### src/rtl/uerx_pkg.sv
package uerx_pkg;

    typedef enum logic [1:0] {
        PAR_NONE = 2'd0,
        PAR_EVEN = 2'd1,
        PAR_ODD  = 2'd2,
        PAR_RSVD = 2'd3
    } par_mode_e;

    typedef enum logic [0:0] {
        RX_HUNT  = 1'b0,
        RX_FRAME = 1'b1
    } rx_state_e;

    localparam int MAX_DATA = 8;

    typedef struct packed {
        logic [MAX_DATA-1:0] data;
        logic                ov;
        logic                fe;
        logic                pe;
        logic                ne;
    } rx_char_t;

    function automatic logic maj3(input logic [2:0] s);
        return (s[0] & s[1]) | (s[0] & s[2]) | (s[1] & s[2]);
    endfunction

    function automatic logic mixed3(input logic [2:0] s);
        return !((s[0] == s[1]) && (s[1] == s[2]));
    endfunction

endpackage

### src/rtl/uerx_bitsamp.sv
module uerx_bitsamp
    import uerx_pkg::*;
#(
    parameter int OVS = 8
) (
    input  logic     clk,
    input  logic     rst,
    input  logic     os_tick,
    input  logic     rxd,
    input  logic     cd_ok,
    input  logic     cd_gate_en,
    input  logic [1:0] data_len,
    input  logic [1:0] par_mode,
    output logic     done,
    output rx_char_t done_char,
    output logic     cd_abort
);
    localparam int CW  = $clog2(OVS);
    localparam int MID = OVS / 2;
    localparam logic [CW-1:0] S_LO  = CW'(MID - 1);
    localparam logic [CW-1:0] S_HI  = CW'(MID + 1);
    localparam logic [CW-1:0] S_END = CW'(OVS - 1);

    rx_state_e         st;
    logic [CW-1:0]     cnt;
    logic [3:0]        idx;
    logic [1:0]        smp;
    logic [MAX_DATA-1:0] dat;
    logic              ne_acc;
    logic              par_rx;
    logic [3:0]        n_data;
    par_mode_e         pm;

    logic       in_win, decide, vote, noisy, par_on, carrier_lost;
    logic [3:0] stop_idx, dix;
    logic       par_bad;

    always_comb begin
        in_win       = (cnt >= S_LO) && (cnt <= S_HI);
        decide       = (cnt == S_HI);
        vote         = maj3({smp, rxd});
        noisy        = mixed3({smp, rxd});
        par_on       = (pm == PAR_EVEN) || (pm == PAR_ODD);
        stop_idx     = 4'd1 + n_data + {3'b000, par_on};
        dix          = idx - 4'd1;
        par_bad      = ((par_rx ^ (^dat)) != (pm == PAR_ODD));
        carrier_lost = cd_gate_en && !cd_ok;
    end

    always_ff @(posedge clk) begin
        if (rst) begin
            st        <= RX_HUNT;
            cnt       <= '0;
            idx       <= '0;
            smp       <= '0;
            dat       <= '0;
            ne_acc    <= 1'b0;
            par_rx    <= 1'b0;
            n_data    <= 4'd8;
            pm        <= PAR_NONE;
            done      <= 1'b0;
            done_char <= '0;
            cd_abort  <= 1'b0;
        end else begin
            done     <= 1'b0;
            cd_abort <= 1'b0;
            case (st)
                RX_HUNT: begin
                    if (os_tick && !rxd && !carrier_lost) begin
                        st     <= RX_FRAME;
                        cnt    <= CW'(1);
                        idx    <= '0;
                        dat    <= '0;
                        ne_acc <= 1'b0;
                        par_rx <= 1'b0;
                        n_data <= 4'd5 + {2'b00, data_len};
                        pm     <= par_mode_e'(par_mode);
                    end
                end
                RX_FRAME: begin
                    if (carrier_lost) begin
                        st       <= RX_HUNT;
                        cd_abort <= 1'b1;
                    end else if (os_tick) begin
                        if (in_win) smp <= {smp[0], rxd};
                        if (cnt == S_END) begin
                            cnt <= '0;
                            idx <= idx + 4'd1;
                        end else begin
                            cnt <= cnt + CW'(1);
                        end
                        if (decide) begin
                            if (noisy) ne_acc <= 1'b1;
                            if (idx == 4'd0) begin
                                if (vote) st <= RX_HUNT;
                            end else if (idx <= n_data) begin
                                dat[dix[2:0]] <= vote;
                            end else if (idx == stop_idx) begin
                                st                <= RX_HUNT;
                                done              <= 1'b1;
                                done_char.data    <= dat;
                                done_char.ov      <= 1'b0;
                                done_char.fe      <= !vote;
                                done_char.pe      <= par_on && vote && par_bad;
                                done_char.ne      <= ne_acc || noisy;
                            end else begin
                                par_rx <= vote;
                            end
                        end
                    end
                end
                default: st <= RX_HUNT;
            endcase
        end
    end

endmodule

### src/rtl/uerx_fifo.sv
module uerx_fifo
    import uerx_pkg::*;
#(
    parameter int DEPTH = 2
) (
    input  logic     clk,
    input  logic     rst,
    input  logic     push,
    input  rx_char_t din,
    input  logic     pop,
    output logic     valid,
    output logic     full,
    output rx_char_t dout
);
    localparam int AW   = (DEPTH > 1) ? $clog2(DEPTH) : 1;
    localparam int CNTW = $clog2(DEPTH + 1);
    localparam logic [AW-1:0]   LAST  = AW'(DEPTH - 1);
    localparam logic [CNTW-1:0] FULLC = CNTW'(DEPTH);

    rx_char_t        mem [DEPTH];
    logic [AW-1:0]   rp, wp, wp_prev;
    logic [CNTW-1:0] cnt;
    logic            do_pop, do_ovw, do_push;

    function automatic logic [AW-1:0] ptr_next(input logic [AW-1:0] p);
        return (p == LAST) ? '0 : p + AW'(1);
    endfunction

    always_comb begin
        valid   = (cnt != '0);
        full    = (cnt == FULLC);
        dout    = mem[rp];
        wp_prev = (wp == '0) ? LAST : wp - AW'(1);
        do_pop  = pop && valid;
        do_ovw  = push && full && !do_pop;
        do_push = push && !do_ovw;
    end

    always_ff @(posedge clk) begin
        if (rst) begin
            rp  <= '0;
            wp  <= '0;
            cnt <= '0;
        end else begin
            if (do_push) begin
                mem[wp] <= din;
                wp      <= ptr_next(wp);
            end
            if (do_ovw) mem[wp_prev] <= din;
            if (do_pop) rp <= ptr_next(rp);
            case ({do_push, do_pop})
                2'b10:   cnt <= cnt + CNTW'(1);
                2'b01:   cnt <= cnt - CNTW'(1);
                default: cnt <= cnt;
            endcase
        end
    end

endmodule

### src/rtl/uerx_satcnt.sv
module uerx_satcnt #(
    parameter int W = 16
) (
    input  logic         clk,
    input  logic         rst,
    input  logic         clr,
    input  logic         inc,
    output logic [W-1:0] q
);
    always_ff @(posedge clk) begin
        if (rst || clr) begin
            q <= '0;
        end else if (inc && (q != '1)) begin
            q <= q + W'(1);
        end
    end
endmodule

### src/rtl/uerx_top.sv
module uerx_top
    import uerx_pkg::*;
#(
    parameter int OVS   = 8,
    parameter int DEPTH = 2,
    parameter int CNT_W = 16
) (
    input  logic             clk,
    input  logic             rst,
    input  logic             os_tick,
    input  logic             rxd,
    input  logic             cd_ok,
    input  logic             cd_gate_en,
    input  logic [1:0]       data_len,
    input  logic [1:0]       par_mode,
    input  logic             irq_en,
    input  logic             cnt_clr,
    input  logic             rd_pop,
    output logic             rd_valid,
    output logic [7:0]       rd_data,
    output logic [3:0]       rd_stat,
    output logic             close_pulse,
    output logic [3:0]       close_flags,
    output logic             rx_irq,
    output logic [CNT_W-1:0] par_err_cnt,
    output logic [CNT_W-1:0] frm_err_cnt,
    output logic [CNT_W-1:0] noise_err_cnt
);
    localparam int NCNT = 3;

    logic     done, cd_abort, fifo_full, fifo_valid, pop_ok, ovr;
    rx_char_t done_char, push_char, head;
    logic [NCNT-1:0]  cnt_inc;
    logic [CNT_W-1:0] cnt_q [NCNT];
    logic             close_q;
    logic [3:0]       flags_q;

    uerx_bitsamp #(.OVS(OVS)) u_samp (
        .clk       (clk),
        .rst       (rst),
        .os_tick   (os_tick),
        .rxd       (rxd),
        .cd_ok     (cd_ok),
        .cd_gate_en(cd_gate_en),
        .data_len  (data_len),
        .par_mode  (par_mode),
        .done      (done),
        .done_char (done_char),
        .cd_abort  (cd_abort)
    );

    always_comb begin
        pop_ok       = rd_pop && fifo_valid;
        ovr          = done && fifo_full && !pop_ok;
        push_char    = done_char;
        push_char.ov = ovr;
    end

    uerx_fifo #(.DEPTH(DEPTH)) u_fifo (
        .clk  (clk),
        .rst  (rst),
        .push (done),
        .din  (push_char),
        .pop  (rd_pop),
        .valid(fifo_valid),
        .full (fifo_full),
        .dout (head)
    );

    assign cnt_inc = {done && done_char.ne, done && done_char.fe, done && done_char.pe};

    for (genvar g = 0; g < NCNT; g++) begin : g_cnt
        uerx_satcnt #(.W(CNT_W)) u_cnt (
            .clk(clk),
            .rst(rst),
            .clr(cnt_clr),
            .inc(cnt_inc[g]),
            .q  (cnt_q[g])
        );
    end

    always_ff @(posedge clk) begin
        if (rst) begin
            close_q <= 1'b0;
            flags_q <= '0;
        end else if (cd_abort) begin
            close_q <= 1'b1;
            flags_q <= 4'b1000;
        end else if (done && (done_char.pe || done_char.fe || ovr)) begin
            close_q <= 1'b1;
            flags_q <= {1'b0, ovr, done_char.fe, done_char.pe};
        end else begin
            close_q <= 1'b0;
            flags_q <= '0;
        end
    end

    assign rd_valid      = fifo_valid;
    assign rd_data       = head.data;
    assign rd_stat       = {head.ov, head.fe, head.pe, head.ne};
    assign close_pulse   = close_q;
    assign close_flags   = flags_q;
    assign rx_irq        = close_q && irq_en;
    assign par_err_cnt   = cnt_q[0];
    assign frm_err_cnt   = cnt_q[1];
    assign noise_err_cnt = cnt_q[2];

endmodule

### config.mk
export PLATFORM = sky130hd
export DESIGN_NAME = uerx_top
export DESIGN_NICKNAME = d
export VERILOG_FILES = /design/src/rtl/uerx_pkg.sv /design/src/rtl/uerx_bitsamp.sv /design/src/rtl/uerx_fifo.sv /design/src/rtl/uerx_satcnt.sv /design/src/rtl/uerx_top.sv
export SDC_FILE = /design/constraint.sdc
export NUM_CORES = 1
export LEC_CHECK = 0
export BUFFER_PORTS_ARGS = -buffer_cell sky130_fd_sc_hd__clkbuf_2
export CAP_MARGIN = 30
export CORE_ASPECT_RATIO = 1.4
export CORE_UTILIZATION = 60
export DETAILED_ROUTE_END_ITERATION = 10
export HOLD_SLACK_MARGIN = 0.05
export PLACE_DENSITY = 0.82
export SYNTH_ARGS = -nofsm -noshare
export SYNTH_HDL_FRONTEND = slang
export SYNTH_SLANG_ARGS = --single-unit
### constraint.sdc
create_clock -name clk -period 6.7 [get_ports clk]
set_clock_uncertainty 0.05 [all_clocks]
set_input_delay 1.005 -clock clk [delete_from_list [all_inputs] [get_ports clk]]
set_output_delay 1.005 -clock clk [all_outputs]
set_load 0.03 [all_outputs]
Yosys cells after proc, flatten, opt, wreduce, memory -nomap -nowiden
Memories as Yosys holds them, arrays and structs flattened. A register that Yosys moved wholly into a read port is not among the register bits.
Cells that the tools add are included.
- add/sub/neg operators: 14
- magnitude comparators: 5
- eq/ne operators: 24
- mux-type cells: 63
- bitwise gates (word level): 13
- reduce and logical (&&, ||, !) cells: 48
- operator list (cell ; count):
    16-bit by 1-bit adder with 16-bit output (second input constant) ; 3
    8-bit 2-to-1 mux ; 6
    16-bit inequality test (second input constant) ; 3
    1-bit 2-to-1 mux ; 37
    1-bit logical AND ; 20
    4-bit 2-to-1 mux ; 5
    2-bit inequality test (second input constant) ; 9
    8-bit one-hot mux with 2 select lines ; 1
    3-bit 2-to-1 mux ; 5
    7-bit AND reduction ; 2
    12-bit 2-to-1 mux ; 1
    12-bit OR reduction ; 1
    8-bit bitwise mux ; 1
    4-bit one-hot mux with 2 select lines ; 1
    4-bit AND reduction ; 2
    8-bit parity ; 1
    1-bit logical NOT ; 7
    1-bit inverter ; 7
    7-bit OR reduction ; 1
    2-bit equality test (second input constant) ; 3
    3-bit equality test (second input constant) ; 2
    1-bit one-hot mux with 2 select lines ; 3
    3-bit one-hot mux with 2 select lines ; 1
    6-bit AND reduction ; 1
    33 further kinds ; 44
- flip-flop bits (word level): 96
- RAM bits: 24
- input port bits: 13
- output and inout bits: 67
- word-level logic and storage cells: 192
- memories: 1
- memory list (memory ; words ; bits a word ; read ports ; clocked after memory_dff ; wr ports ; line ; RTL):
    u_fifo.mem ; 2 ; 12 ; 1 ; 1 ; 1 ; uerx_fifo.sv:20 ; rx_char_t mem [DEPTH];

Longest topological paths before layout
Gate-level depths: netlist of run 1.
- depth in word-level cells: 12
- gate-level depth with buffers: 11
- gate-level depth less buffers: 10

Modules after synthesis
A second synthesis of run 1 with hierarchy kept.
- cells, all modules: 634
- area total of the unflattened synthesis: 6088.3 µm²
- modules (own cells, without submodules) (module ; times used ; cells each ; area an instance (µm²) ; sequential area each (µm²)):
    uerx_satcnt ; 3 ; 95 ; 847.1 ; 320.3
    uerx_bitsamp ; 1 ; 261 ; 2214.6 ; 780.7
    uerx_fifo ; 1 ; 68 ; 1134.8 ; 820.8
    uerx_top ; 1 ; 20 ; 197.7 ; 100.1

Worst setup path before layout of run 1
Ideal clock, no wire load.
- kind: input to register
- start point: input port rd_pop
- end point: memory u_fifo.mem[1][0] in the netlist's numbering, enable pin
- setup time: 382 ps
- arrival: 2263 ps
- required time: 6268 ps
- path slack: 4005 ps
- stages: 3
- path buffers: 0
- cells stage by stage: nor4b_2 > xor2_1 > nor2b_1
- cells in the longest elaborated chain, start to end: 9
- elaborated cells on any way between the ends: 14
- classes of those cells: mux (8); reduce/logical (6)
- RTL lines (what ; line ; RTL):
    start, declared ; uerx_top.sv:18 ; input logic rd_pop,
    1-bit logical AND * ; uerx_fifo.sv:34 ; do_pop = pop && valid;
    1-bit logical NOT * ; uerx_fifo.sv:35 ; do_ovw = push && full && !do_pop;
    1-bit logical AND * ; uerx_fifo.sv:35 ;
    parallel branches: the longest is 6 deep, another holds 12-bit OR reduction ; - ;
    end, declared ; uerx_fifo.sv:20 ;
Mark *: on every way between the ends.

Final worst setup path of run 1
- start point: register u_samp.pm[0]
- end point: register, netlist name u_samp.done_char[1]
- cells in the longest elaborated chain, start to end: 5
- elaborated cells on any way between the ends: 9
- classes of those cells: add/sub (1); eq/ne (4); reduce/logical (4)
- RTL lines (what ; line ; RTL):
    start, declared ; uerx_bitsamp.sv:32 ; par_mode_e pm;
    start signal, assigned ; uerx_bitsamp.sv:77 ; pm <= par_mode_e'(par_mode);
    2-bit by 1-bit equality test with 1-bit output or 2-bit equality test (tied branches) ; uerx_bitsamp.sv:43, uerx_bitsamp.sv:46 ;
    1-bit logical OR ; uerx_bitsamp.sv:43 ; par_on = (pm == PAR_EVEN) || (pm == PAR_ODD);
    4-bit by 1-bit adder with 4-bit output ; uerx_bitsamp.sv:44 ; stop_idx = 4'd1 + n_data + {3'b000, par_on};
    4-bit equality test ; uerx_bitsamp.sv:98 ; end else if (idx == stop_idx) begin
    7-bit AND reduction (no source line) ; - ;
Parallel ways exist; a longest one is shown, timed or not.
A chain may end at the register's enable or synchronous reset.

==> impl_metrics.ini, run 1 <==
[clock_network]
htree_levels = 4
clock_path_buffers = 2
cts_root_buf = clkbuf_16
cts_setup_buffers = 0
cts_tree = done
cts_buffers = 17
cts_sinks = 121
path_clk_slew_ps = 50
cts_resized = 0
clk_latency_ps = 410
cts_hold_buffers = 0

[critical_path]
cp_max_fo = 14
cp.required_ps = 7010
crit_slowest_cell = nor4_1
cp.arrival_ps = 3170
end_kind = flop
worstPathCellList = inv_1 -> ha_1 -> ha_1 -> inv_1 -> ha_1 -> xor2_1 -> xnor2_1 -> nand4_1 -> nor4_1 -> a31o_2
r2r_cells = 10
path_common_cell = ha_1
path_class = flop to flop
max_stage_delay_ps = 540
worstSetupStartpointType = flop
worstPathBufferInverterCount = 2
path_depth = 10
cp_top_family = simple AND/OR/NAND/NOR gates

[logic_synthesis]
synthFlopType = dfxtp_1
ys_types = 67
ys_warn_count = 0
synthesis.area_sq_um = 5714
synthCells = 591
syn_avg_cell_area_sq_um = 9.669
synth.ff_latch_count = 121
synth-async-reset-ratio_pct = 0
synthesis.nets = 623
synth_enable_flop_cells = 24
ys_seq_area_share_pct = 46.60

[floorplanning]
start_util_pct = 62.58
row_count = 41
die_h_microns = 117.5
die_width_microns = 84.48
io_pins = 80
core_area_sq_um = 9131
die_area_sq_um = 9924

[final_layout]
nets = 699
final_cell_mix = dfxtp_1 (97), clkbuf_2 (79), nor2_1 (74)
fillers = 656
mostFrequentLayoutCell = dfxtp_1
postLayoutCoreUtil_pct = 74.03
diodes = 0
syn2layout_area_growth_pct = 18.31
fin_cells = 787
drive_above_1_share_pct = 20.29

[global_routing]
grt_first_pass_wirelength_microns = 20330
grt_pass1_vias = 4451
grt_overflow = 0
grt_max_degree = 45
antenna_found_initial = 0
grt_usage_pct = 25.78

[outcome]
outcome = finished with violations
violations = DRC

[timing]
period_minus_slack_ps = 2866
slew_headroom_pct = 25.85
fin_ws_ps = 3835
grt_setup_unrepaired = false
tightest_slew_ps = 1104
drv_slew = 0
setup_viol = 0
fmax_mhz = 349.0
fin_setup_tns_ps = 0
hold_viol_final = 0
final_min_period_over_clock_period_pct = 42.77

[routing]
drcViolationCount = 8
drtAntennaViolNets = 0
routed_via_density = 5.953
avgRoutedWirePerCell_microns = 15.81
first_pass_iters = 9
drt-initial-drc-count = 282
vias = 4685
wl_microns = 12450

[min_path]
hold_depth = 0
worstHoldPathType = flop to flop

[place]
pre_cts_slack_ps = 3534
port_buffers = 79
placedCellCount = 754
gp_congestion = 0.9129
dp_hpwl_microns = 8811

[run]
max_cap_violations = 0

[power_and_ir_drop]
irDropWorstVdd_uv = 216.7
leakage_nw = 2.500
power.density_nw_per_um2 = 255.2
Yosys cell counts (all sizes together) (10+ instances only):
cell type,instances,area (sq um)
dfxtp,97,1942
xor2,18,157.7
a211oi,15,112.6
o21ai,15,75.07
nand3,16,80.08
ha,19,237.7
nor2,74,277.8
xnor2,35,306.5
mux2,12,135.1
inv,18,67.56
o31ai,10,75.07
nand4,24,156.4
nand2,34,127.6
edfxtp,24,720.7
clkbuf,14,53.80
nor3,19,111.4
a21oi,27,138.9
worst paths after layout:
kind	startpoint	end	slack [ps]
setup / recovery	u_samp.pm[0]$_SDFFE_PP0P_	u_samp.done_char[1]$_SDFFE_PP0P_	3830
hold / removal	u_samp.done_char[8]$_SDFFE_PP0P_	u_fifo.mem[0][8]$_DFFE_PP_	400
setup reg to reg	u_samp.pm[0]$_SDFFE_PP0P_	u_samp.done_char[1]$_SDFFE_PP0P_	3830
hold reg to reg	u_samp.done_char[8]$_SDFFE_PP0P_	u_fifo.mem[0][8]$_DFFE_PP_	400
where the power goes:
group	switching (mW)	internal (mW)
logic	0.0328	0.0173
clock network	0.302	0.626
registers	0.00332	0.743
total	0.338	1.39
routing by layer:
metal / track usage, % / routed length (microns)
met3: 6.592 / 616
met4: 11.76 / 273
met2: 46.49 / 6554
met1: 27.91 / 5002
met5: 0 / 0
worst register-to-register path, cell delays in order (launching register included):
cell and delay [ps]:
dfxtp_1 320, inv_1 50, ha_1 330, ha_1 230, inv_1 70, ha_1 160, xor2_1 180, xnor2_1 150
nand4_1 520, nor4_1 550, a31o_2 200
layout make-up:
class	count	area, sq um	share of cell area, %
timing repair buffer	80	402.9	5.960
inverter	18	67.56	0.9994
clock buffer	22	454.2	6.718
multi-input combinational	429	2889	42.74
clock inverter	10	150.1	2.221
tap	107	133.9	1.980
sequential	121	2663	39.39
registers in the layout, summed over array words and instances, names as in the netlist, 2 cells and up, named ones only:
| signal | count |
|---|---|
| close_flags | 4 |
| g_cnt.u_cnt.q | 48 |
| u_samp.smp | 2 |
| u_samp.n_data | 4 |
| u_samp.dat | 8 |
| u_samp.idx | 4 |
| u_fifo.mem | 24 |
| u_samp.done_char | 11 |
| u_samp.cnt | 3 |
| u_fifo.cnt | 2 |
| u_samp.pm | 2 |
cell families (layout without fill, tap and decap cells):
logic type                 after synthesis  in the layout  share of synthesized area [%]
and+or+nand+nor                        230            230                          21.48
DFF                                    121            121                          46.60
AOI/OAI and AO/OA                      106            106                          12.85
xor gates and xnor gates                53             53                          8.123
buffers and inverters                   41            130                          2.846
muxes                                   21             21                          3.941
adders and majority gates               19             19                          4.160
through the flow:
stage | instance area, sq um | hold WS, ps | total power, mW
final | 6760 | 395.5 | 1.725
after floorplan | 5714 | 375.6 | 0.7964
after detailed placement | 6148 | 390.2 | 0.8107
after global routing | 6760 | 400.1 | 1.775
after global placement | 6148 | 385.8 | 0.8084
after CTS | 6753 | 396.5 | 1.736
Power figures use the tool's default switching activity.
==> run 2, diff against run 1 <==
--- a/config.mk
+++ b/config.mk
@@ -5,13 +5,14 @@
 export SDC_FILE = /design/constraint.sdc
 export NUM_CORES = 1
 export LEC_CHECK = 0
+export ABC_AREA = 1
 export BUFFER_PORTS_ARGS = -buffer_cell sky130_fd_sc_hd__clkbuf_2
 export CAP_MARGIN = 30
 export CORE_ASPECT_RATIO = 1.4
-export CORE_UTILIZATION = 60
+export CORE_UTILIZATION = 53
 export DETAILED_ROUTE_END_ITERATION = 10
 export HOLD_SLACK_MARGIN = 0.05
-export PLACE_DENSITY = 0.82
+export PLACE_DENSITY = 0.76
 export SYNTH_ARGS = -nofsm -noshare
 export SYNTH_HDL_FRONTEND = slang
 export SYNTH_SLANG_ARGS = --single-unit
==> constraint.sdc (replaced) <==
create_clock -name clk -period 2.5 [get_ports clk]
set_clock_uncertainty 0.05 [all_clocks]
set_input_delay 0.375 -clock clk [delete_from_list [all_inputs] [get_ports clk]]
set_output_delay 0.375 -clock clk [all_outputs]
set_load 0.03 [all_outputs]
==> run 2 against run 1 <==
Net effect: global-route usage decreased by 2.3 points; combinational power rose to 4.7 times the previous value; count of clock-buffer cells in the layout fell by 5; critical path depth is 3 higher; the flow now finishes without violations; final cell count grew 37%; maximum frequency rose by 25%; clock power rose to 3.0 times the previous value.
==> impl_metrics.ini, run 2 <==
[outcome]
outcome = finished, final reports clean

[logic_synthesis]
synth_xor_area_share_pct = 5.278
synth_mux_area_share_pct = 2.143
ys_seq_area_share_pct = 42.22
synth-compound-area-share_pct = 9.901
synthesis.area_sq_um = 6306
ys_warn_count = 0
synth.top_cell.area_share_pct = 30.79
syn_avg_cell_area_sq_um = 7.589
yosysTopAreaCell = dfxtp_1
ys_types = 44
synth_top_family_by_area = simple AND/OR/NAND/NOR gates
synth-async-reset-ratio_pct = 0
synthTopCellsByArea = dfxtp_1 (31%), nand2_1 (13%), edfxtp_1 (11%)
synthFlopType = dfxtp_1
synth_common_cells = nand2_1 (213), inv_1 (98), dfxtp_1 (97)
synthCells = 831
synth_enable_flop_cells = 24
synth.ff_latch_count = 121
yosys.area_share.simple_pct = 28.37
yosys.area_share.adder_pct = 3.770
synthesis.nets = 863
yosysMostFrequentCell = nand2_1

[timing]
slew_headroom_pct = 56.92
drv_slew = 0
grt_setup_unrepaired = false
hold_viol_final = 0
fmax_mhz = 435.4
setup_viol = 0
final_min_period_over_clock_period_pct = 91.87
fin_setup_tns_ps = 0
tightest_slew_ps = 643.8
period_minus_slack_ps = 2297

[critical_path]
cp.arrival_ps = 2590
cp.required_ps = 2790
path_class = flop to flop
worstSetupStartpointType = flop
end_kind = flop
cp_max_fo = 14

[place]
port_buffers = 79
dp_hpwl_microns = 9925
gp_congestion = 0.8381

[routing]
drt-initial-drc-count = 259
routed_via_density = 5.129
wl_microns = 13860
drcViolationCount = 0
vias = 5519
first_pass_iters = 4
drtAntennaViolNets = 0
avgRoutedWirePerCell_microns = 12.88

[floorplanning]
io_pins = 80
die_area_sq_um = 12350
die_width_microns = 94.19
die_h_microns = 131.1
core_area_sq_um = 11450
start_util_pct = 55.06
row_count = 46

[global_routing]
grt_usage_pct = 23.51
grt_overflow = 0
grt_max_degree = 35
grt_first_pass_wirelength_microns = 22830
grt_pass1_vias = 5215
antenna_found_initial = 0

[clock_network]
cts_buffers = 17
cts_sinks = 121
clock_path_buffers = 2
cts_hold_buffers = 0
cts_tree = done
path_clk_slew_ps = 60
cts_root_buf = clkbuf_16
htree_levels = 4
clk_latency_ps = 410
cts_resized = 0
cts_setup_buffers = 0

[power_and_ir_drop]
leakage_nw = 3.182
irDropWorstVdd_uv = 492.9
power.density_nw_per_um2 = 666.2

[final_layout]
diodes = 0
final_cell_mix = nand2_1 (213), inv_1 (98), dfxtp_1 (97)
top_regs = g_cnt.u_cnt.q x48, u_fifo.mem x24, u_samp.done_char x11
syn2layout_area_growth_pct = 19.31
drive_above_1_share_pct = 18.88
nets = 951
mostFrequentLayoutCell = nand2_1
largest_reg_flops = 48
postLayoutCoreUtil_pct = 65.69
regMostFlops = g_cnt.u_cnt.q

[run]
max_cap_violations = 0

[min_path]
worstHoldPathType = input pin to flop
## run 2: routing by layer
metal	wire length [microns]	GRT usage [%]	vias up
met5	0	0	-
met4	250	10.32	0
met3	425	4.556	18
met2	7348	43.99	89
met1	5835	25.35	2542
li1	-	-	2870
## run 2: final cells by class
type,count,area [sq um]
clock buffers,17,425.4
flip-flops and latches,121,2663
multi-input cells,585,3134
inverters,104,391.6
fillers,998,3930
clock inverters,15,247.7
well taps,144,180.2
repair buffers,90,481.7
## run 2: critical path, cell delays in order, from the launching register on
cell and delay (ps):
dfxtp_1 300, inv_1 50, ha_1 310, ha_1 220, inv_1 80, ha_2 280, xnor2_2 170, nand3_2 110
nor2_4 160, nand3_4 100, buf_6 170, nand2_1 60, nand2_1 40, a21oi_1 130
## run 2: per-stage QoR
stage          instance area (sq um)  worst slack [ps]  power, mW  hold slack [ps]  std cells
2_1_floorplan                   6306             380.7      2.215            375.6        831
3_3_place_gp                    6832             281.1      2.272            380.3       1044
3_5_place_dp                    6832             209.1      2.276            392.9       1044
4_1_cts                         7505             191.8      5.036            92.52       1076
5_1_grt                         7523             12.78      5.170            113.9       1076
6_report                        7523             203.3      5.012            110.8       1076
## run 2: worst paths after layout
kind | from | to | slack (ps) | cells after the start
hold / removal | data_len[0] | u_samp.n_data[0]$_SDFFE_PP0P_ | 110 | 2
hold reg to reg | u_samp.done_char[9]$_SDFFE_PP0P_ | u_fifo.mem[0][9]$_DFFE_PP_ | 420 | 0
setup / recovery | u_samp.pm[0]$_SDFFE_PP0P_ | u_samp.done_char[4]$_SDFFE_PP0P_ | 200 | 13
setup reg to reg | u_samp.pm[0]$_SDFFE_PP0P_ | u_samp.done_char[4]$_SDFFE_PP0P_ | 200 | 13
## run 2: cell families after synthesis
group	after synthesis
AOI/OAI and AO/OA	109
DFF	121
xor gates and xnor gates	38
and+or+nand+nor	407
adders and majority gates	19
buffers and inverters	125
muxes	12
## run 2: where the power goes
group / switching (mW) / internal (mW)
Sequential: 0.0125 / 2.00
Clock: 0.893 / 1.87
Combinational: 0.155 / 0.0812
